File: src/rtl/irq_latch_pkg.sv
package irq_latch_pkg;
  typedef enum logic {
    TRIG_EDGE  = 1'b0,
    TRIG_LEVEL = 1'b1
  } trig_e;
endpackage

File: src/rtl/irq_trig_reg.sv
module irq_trig_reg #(
  parameter int              NLINES  = 8,
  parameter logic [NLINES-1:0] WR_MASK = 8'hED
) (
  input  logic              clk,
  input  logic              rst,
  input  logic              wr,
  input  logic [NLINES-1:0] wdata,
  output logic [NLINES-1:0] mode_q
);
  always_ff @(posedge clk) begin
    if (rst) mode_q <= '0;
    else if (wr) mode_q <= wdata & WR_MASK;
  end

  // stored value is the masked write data
  p_masked_store_r2: assert property (@(posedge clk) disable iff (rst)
    wr |=> (mode_q == ($past(wdata) & WR_MASK)));
  // contents hold without a write
  p_mode_hold_r2: assert property (@(posedge clk) disable iff (rst)
    !wr |=> $stable(mode_q));
  // reset leaves all lines in edge mode
  p_mode_reset_r1: assert property (@(posedge clk) rst |=> (mode_q == '0));
endmodule

File: src/rtl/irq_line_cell.sv
module irq_line_cell
  import irq_latch_pkg::*;
(
  input  logic  clk,
  input  logic  rst,
  input  logic  lvl,
  input  logic  clr,
  input  trig_e mode,
  output logic  req_q
);
  logic prev_q;
  logic rise;

  assign rise = lvl && !prev_q;

  always_ff @(posedge clk) begin
    if (rst) begin
      req_q  <= 1'b0;
      prev_q <= 1'b0;
    end else begin
      prev_q <= lvl;
      if (mode == TRIG_LEVEL) req_q <= lvl;
      else if (rise)          req_q <= 1'b1;
      else if (clr)           req_q <= 1'b0;
    end
  end

  // level-mode request follows the input
  p_level_follow_r3: assert property (@(posedge clk) disable iff (rst)
    (mode == TRIG_LEVEL) |=> (req_q == $past(lvl)));
  // clear strobe ignored on a high level-mode line
  p_level_noclr_r4: assert property (@(posedge clk) disable iff (rst)
    (mode == TRIG_LEVEL && clr && lvl) |=> req_q);
  // a rising edge in edge mode always captures
  p_edge_set_r5: assert property (@(posedge clk) disable iff (rst)
    (mode == TRIG_EDGE && lvl && !prev_q) |=> req_q);
  // a pending edge request survives without a clear
  p_edge_hold_r7: assert property (@(posedge clk) disable iff (rst)
    (mode == TRIG_EDGE && req_q && !clr) |=> req_q);
  // clear without a new edge empties the request
  p_edge_clr_r8: assert property (@(posedge clk) disable iff (rst)
    (mode == TRIG_EDGE && clr && !(lvl && !prev_q)) |=> !req_q);
  // a held-high line does not set a cleared request
  p_edge_noretrig_r6: assert property (@(posedge clk) disable iff (rst)
    (mode == TRIG_EDGE && !req_q && prev_q) |=> !req_q);
  // reset empties the request
  p_req_reset_r1: assert property (@(posedge clk) rst |=> !req_q);
endmodule

File: src/rtl/irq_req_latch.sv
module irq_req_latch
  import irq_latch_pkg::*;
#(
  parameter int                NLINES  = 8,
  parameter logic [NLINES-1:0] WR_MASK = 8'hED
) (
  input  logic              clk,
  input  logic              rst,
  input  logic [NLINES-1:0] irq_lvl,
  input  logic              trig_wr,
  input  logic [NLINES-1:0] trig_wdata,
  output logic [NLINES-1:0] trig_rdata,
  input  logic [NLINES-1:0] ack_clr,
  output logic [NLINES-1:0] req_pend
);
  logic [NLINES-1:0] mode_vec;

  irq_trig_reg #(.NLINES(NLINES), .WR_MASK(WR_MASK)) u_trig (
    .clk   (clk),
    .rst   (rst),
    .wr    (trig_wr),
    .wdata (trig_wdata),
    .mode_q(mode_vec)
  );

  assign trig_rdata = mode_vec;

  for (genvar i = 0; i < NLINES; i++) begin : g_line
    irq_line_cell u_cell (
      .clk  (clk),
      .rst  (rst),
      .lvl  (irq_lvl[i]),
      .clr  (ack_clr[i]),
      .mode (trig_e'(mode_vec[i])),
      .req_q(req_pend[i])
    );
  end

  // unwritable trigger bits never read as 1
  always @(posedge clk) begin
    if (!rst) p_mask_bits_r2: assert ((trig_rdata & ~WR_MASK) == '0);
  end
endmodule

File: config.mk
export PLATFORM = sky130hd
export DESIGN_NAME = irq_req_latch
export DESIGN_NICKNAME = d
export VERILOG_FILES = /design/src/rtl/irq_latch_pkg.sv /design/src/rtl/irq_trig_reg.sv /design/src/rtl/irq_line_cell.sv /design/src/rtl/irq_req_latch.sv
export SDC_FILE = /design/constraint.sdc
export NUM_CORES = 1
export LEC_CHECK = 0
export ABC_AREA = 1
export BUFFER_PORTS_ARGS = -buffer_cell sky130_fd_sc_hd__buf_2
export CAP_MARGIN = 30
export CORE_MARGIN = 3
export CORE_UTILIZATION = 44
export CTS_CLUSTER_SIZE = 12
export DETAILED_ROUTE_END_ITERATION = 7
export PLACE_DENSITY = 0.87
export SLEW_MARGIN = 25
export SYNTH_ARGS = -nofsm -noshare
export SYNTH_HDL_FRONTEND = slang
export SYNTH_HIERARCHICAL = 1
export SYNTH_SLANG_ARGS = --single-unit
File: constraint.sdc
create_clock -name clk -period 0.9 [get_ports clk]
set_clock_uncertainty 0.1 [all_clocks]
set_input_delay 0.045 -clock clk [delete_from_list [all_inputs] [get_ports clk]]
set_output_delay 0.045 -clock clk [all_outputs]
set_load 0.005 [all_outputs]
==> results of run 1 <==
state kept, by name (all words and copies together), names as in the netlist:
signal,count
g_line.u_cell/prev_q,8
g_line.u_cell/req_q,8
u_trig/mode_q,6
logic make-up (layout without fill, tap and decap cells):
logic type / after synthesis / after routing / share of synthesized area (%)
DFF: 22 / 22 / 48.55
buffers and inverters: 34 / 104 / 15.72
and+or+nand+nor: 80 / 80 / 35.31
other: 1 / 2 / 0.4134
stage by stage:
| stage | hold slack (ns) | TNS, ns |
|---|---|---|
| 5_1_grt | 0.009741 | -0.4184 |
| 6_report | -0.01252 | -0.02759 |
| 3_5_place_dp | 0.1792 | 0 |
| 4_1_cts | -0.03011 | -0.07920 |
| 3_3_place_gp | 0.1702 | 0 |
| 2_1_floorplan | 0.01817 | 0 |
layer usage:
metal	vias to the layer above	GRT usage (%)
li1	519	-
met1	416	16.76
met2	30	36.86
met3	2	4.373
met4	0	7.860
met5	-	0
report_power, final:
group	internal [W]	switching [W]
logic	0.000235	0.000175
clock network	0.000246	0.000271
registers	0.00105	0.0000325
path summary, 6_finish.rpt:
path	from	end	cells after the start
worst max-delay path	g_line[6].u_cell/req_q$_SDFFE_PP0P_	req_pend[6]	1
worst min-delay path	rst	u_trig/mode_q[7]$_SDFFE_PP0P_	4
worst max register to register	u_trig/mode_q[6]$_SDFFE_PP0P_	g_line[6].u_cell/req_q$_SDFFE_PP0P_	4
worst min register to register	g_line[3].u_cell/prev_q$_SDFF_PP0_	g_line[3].u_cell/req_q$_SDFFE_PP0P_	3
tightest hold or removal path, cell delays in order:
cell     delay (ns)
buf_2          0.10
inv_1          0.10
nand2_1        0.09
nor2_1         0.03
Yosys cell counts (all sizes together):
master / n / area share, %
nand2: 44 / 18
inv: 31 / 13
nor2: 36 / 17
buf: 3 / 2.9
conb: 1 / 0.41
dfxtp: 22 / 49
area by class of cell:
cell class	count	share of cell area, %
clock buffers	4	2.443
flip-flops and latches	22	30.83
inverters	31	7.835
repair buffers	69	34.71
well taps	25	2.106
multi-input cells	82	22.07
timing repair:
action | in CTS | in global routing
hold endpoints to repair | 22 | 0
setup endpoints to repair | 14 | 18
buffers inserted | 6 | 1
hold buffers | 22 | 0
resized for setup | 14 | 7
pin swaps | 0 | 3
==> metrics.md, run 1 <==
| Metric | Value |
|---|---|
| Outcome | finished with violations |
| Failing checks | hold timing, setup timing |
| Met3 wire len | 155 um |
| Max Fclk | 1079 MHz |
| Peak VDD IR | 0.8829 mV |
| Worst min path class | in2reg |
| Final ANT Viol Nets | 0 |
| Setup CP Type | reg2out |
| Die X | 51.41 um |
| Most common cell after layout, fill and taps aside | nand2_1 |
| CTS root buffer | clkbuf_4 |
| Initial antenna violation count | 0 |
| Total Power | 0.002007 W |
| Core area | 1839 sq um |
| TritonCTS Sinks | 22 |
| Vias | 967 |
| Final Max Tran Viols | 0 |
| R2R Setup Slk | 0.01 ns |
| Htree depth | 1 |
| Fin nets | 236 |
| Drt wl/cell | 10.02 um |
| Routability cong. | 0.6256 |
| Vias in the first global route | 961 |
| Post-route non-filler standard cell count | 233 |
| Setup-failing EPs final | 3 |
| Fin crit period | 0.9268 ns |
| Max incr delay on CP | 0.36 ns |
| Synth Cell Area | 907.1 sq um |
| Worst-path clk slew | 0.12 ns |
| Hold_ws | -0.01252 ns |
| Detailed Place HPWL | 1406 um |
| Multi-input logic area | 327.8 sq um |
| I/O Buffers | 38 |
| Total CTS buffers | 3 |
| Worst EP required | 0.75 ns |
| Syn Inst Count | 137 |
| Netlist cell types | 8 |
| WP data arrival | 0.78 ns |
| CP startpoint kind | flip-flop |
| Sequential cell area fraction in the yosys report | 48.55% |
| First drt pass iteration count | 4 |
| Ratio of final minimum period to clock period | 103.0% |
| TritonCTS clock tree | yes |
| 1st-iter DRT viols | 3 |
| GR Util All Layers | 18.28% |
| RSZ-0062 raised after global routing | true |
| Number of max-cap violations | 0 |
| Global-route wire length before repair | 3615 um |
| Lkg Pwr | 0.8255 nW |
| Largest net degree at the start of global routing | 13 |
| Max FO, Critical Path | 2 |
| Share of post-route cells with drive strength above 1 | 35.58% |
| Layout area overhead | 63.72% |
| Final core utilization | 80.75% |
| Slowest stage cell, crit path | dfxtp_2 |
| CP Capture Type | output port |
| Storage element area | 457.9 sq um |
| PnR worst setup slack | -0.02685 ns |
| Max clock buf depth | 2 |
| Final hold viol count | 9 |
| Metal-1 WL | 896 um |
| Mean Syn Cell Area | 6.621 sq um |
| Initial core utilization | 49.32% |
| Site Rows | 15 |
| Placed instance area | 1121 sq um |
| Delay-heaviest family, CP | flip-flops |
| Commonest cells after routing, fill and taps aside | 44 x nand2_1, 32 x buf_2, 30 x inv_1 |
| CP Cell Sequence | buf_2 |
| Final Cell Area | 1485 sq um |
| Synth Register Bits | 22 |
| Pwr dens | 1351 nW/um^2 |
| Clk Latency, worst-skew pair | 0.29 ns |
| Met2 WL | 1272 um |
| Full die area | 2642 sq um |
| Vias per std cell | 4.150 |
| Uppermost routed layer | met4 |
| Layout filler cell count | 114 |
| Die height | 51.41 um |
| Setup WS pre-CTS | 0.1512 ns |
| DRC errors left | 0 |
| I/O pins | 43 |
| Buf/Inv on CP | 1 |
| Antenna fix cells | 0 |
| Warnings, synthesis | 6 |
| Grt total ovfl | 0 |
| Placed insts | 200 |
| Routed WL | 2334 um |
Note: power is estimated with default switching activity, not from simulation.
==> inputs of run 2 (changes only) <==
--- a/config.mk
+++ b/config.mk
@@ -6,7 +6,7 @@
 export NUM_CORES = 1
 export LEC_CHECK = 0
 export ABC_AREA = 1
-export BUFFER_PORTS_ARGS = -buffer_cell sky130_fd_sc_hd__buf_2
+export BUFFER_PORTS_ARGS = -buffer_cell sky130_fd_sc_hd__clkbuf_2
 export CAP_MARGIN = 30
 export CORE_MARGIN = 3
 export CORE_UTILIZATION = 44
==> metrics.md, run 2 (synthesized netlist as in run 1, its figures left out) <==
| Metric | Value |
|---|---|
| Worst min path class | in2reg |
| Setup CP Type | reg2out |
| RSZ-0062 raised after global routing | true |
| WP data arrival | 0.77 ns |
| Max clock buf depth | 2 |
| Htree depth | 1 |
| Worst EP required | 0.75 ns |
| Slowest stage cell, crit path | dfxtp_2 |
| I/O Buffers | 38 |
| Largest net degree at the start of global routing | 13 |
| R2R Setup Slk | 0.02 ns |
| Global-route wire length before repair | 3912 um |
| Failing checks | hold timing, setup timing |
| Worst hold stages | 4 |
| Clk Latency, worst-skew pair | 0.30 ns |
| CP Cell Sequence | clkbuf_2 |
| Share of post-route cells with drive strength above 1 | 37.02% |
| Total CTS buffers | 3 |
| Routability cong. | 0.7178 |
| Drt wl/cell | 10.72 um |
| Reg2reg path depth | 5 |
| Hold_ws | -0.01172 ns |
| Most common cell after layout, fill and taps aside | nand2_1 |
| 1st-iter DRT viols | 8 |
| GR Util All Layers | 20.05% |
| CP startpoint kind | flip-flop |
| Reg-to-reg startpoint | u_trig/mode_q[2]$_SDFFE_PP0P_ |
| Initial core utilization | 49.32% |
| Setup-failing EPs final | 3 |
| TritonCTS Sinks | 22 |
| Met3 usage | 3.790% |
| Routed WL | 2497 um |
| Initial antenna violation count | 0 |
| Pwr dens | 1318 nW/um^2 |
| TritonCTS clock tree | yes |
| Final Max Tran Viols | 0 |
| Full die area | 2642 sq um |
| Global routing's busiest layer | met2 |
| Vias per std cell | 4.305 |
| Delay-heaviest family, CP | flip-flops |
| Detailed Place HPWL | 1448 um |
| Max FO, Critical Path | 2 |
| Core area | 1839 sq um |
| CTS root buffer | clkbuf_4 |
| Buf/Inv on CP | 1 |
| Max incr delay on CP | 0.35 ns |
| Fin crit period | 0.9134 ns |
| Met2 Usage GRT | 42.37% |
| Die height | 51.41 um |
| CP Capture Type | output port |
| Hold wc startpoint | rst |
| Top Registers | g_line.u_cell/prev_q (8), g_line.u_cell/req_q (8), u_trig/mode_q (6) |
| Antenna fix cells | 0 |
| Max Fclk | 1095 MHz |
| Worst-path clk slew | 0.12 ns |
| Peak VDD IR | 0.9195 mV |
| Vias | 1003 |
| Commonest cells after routing, fill and taps aside | 44 x nand2_1, 36 x clkbuf_2, 29 x inv_1 |
| Fin nets | 237 |
| Layout area overhead | 61.24% |
| Worst setup startpoint | g_line[2].u_cell/req_q$_SDFFE_PP0P_ |
| Lkg Pwr | 0.8189 nW |
| Final ANT Viol Nets | 0 |
| Outcome | finished with violations |
| Final hold viol count | 5 |
| First drt pass iteration count | 4 |
| Die X | 51.41 um |
| Hold path endpoint | u_trig/mode_q[6]$_SDFFE_PP0P_ |
| DRC errors left | 0 |
| Ratio of final minimum period to clock period | 101.5% |
| Final core utilization | 79.52% |
| PnR worst setup slack | -0.01340 ns |
| Critical R2R Capture | g_line[2].u_cell/req_q$_SDFFE_PP0P_ |
| Grt total ovfl | 0 |
| Vias in the first global route | 973 |
| Site Rows | 15 |
| Total Power | 0.001927 W |
| Grt met1 use | 18.20% |
| Number of max-cap violations | 0 |
| Final setup TNS | -0.02776 ns |
| I/O pins | 43 |
run 2: worst max path at each step:
stage | slack (ns) | cells after the start | endpoint
after CTS | -0.01 | 1 | req_pend[7]
after detailed placement | 0.14 | 3 | g_line[6].u_cell/req_q$_SDFFE_PP0P_
after floorplan | 0.19 | 4 | g_line[5].u_cell/req_q$_SDFFE_PP0P_
final | -0.01 | 1 | req_pend[2]
after global placement | 0.17 | 4 | g_line[7].u_cell/req_q$_SDFFE_PP0P_
after global routing | -0.04 | 1 | trig_rdata[0]
run 2: layout make-up:
class                   instances  area, sq um
inverters                      31        116.4
flip-flops and latches         22        457.9
fillers                       120        376.6
repair buffers                 70        501.7
multi-input cells              82        332.8
clock buffers                   3        22.52
well taps                      25        31.28
run 2: timing repair:
action,CTS,global route
pin swaps,0,4
setup endpoints to repair,14,18
setup buffers,7,1
gates resized for setup,14,8
hold endpoints to repair,22,0
hold buffers,22,0
run 2: where the power goes:
part / switching (W) / total, W / internal, W / leakage (nW)
sequential: 0.0000301 / 0.00108 / 0.00105 / 0.187
combinational: 0.000185 / 0.000414 / 0.000229 / 0.618
clock: 0.000280 / 0.000436 / 0.000156 / 0.0138
run 2: through the flow:
step           worst slack (ns)  cell area (sq um)  std cells
6_report               -0.01340               1463        233
5_1_grt                -0.03859               1463        233
4_1_cts                -0.01123               1434        232
3_5_place_dp             0.1436               1121        200
3_3_place_gp             0.1736               1121        200
2_1_floorplan            0.1948              910.9        138
run 2: layer usage:
metal / share of wire (%) / vias to the layer above
met5: 0 / -
met1: 36 / 449
met4: 0 / 0
li1: - / 522
met3: 5.6 / 0
met2: 58 / 32
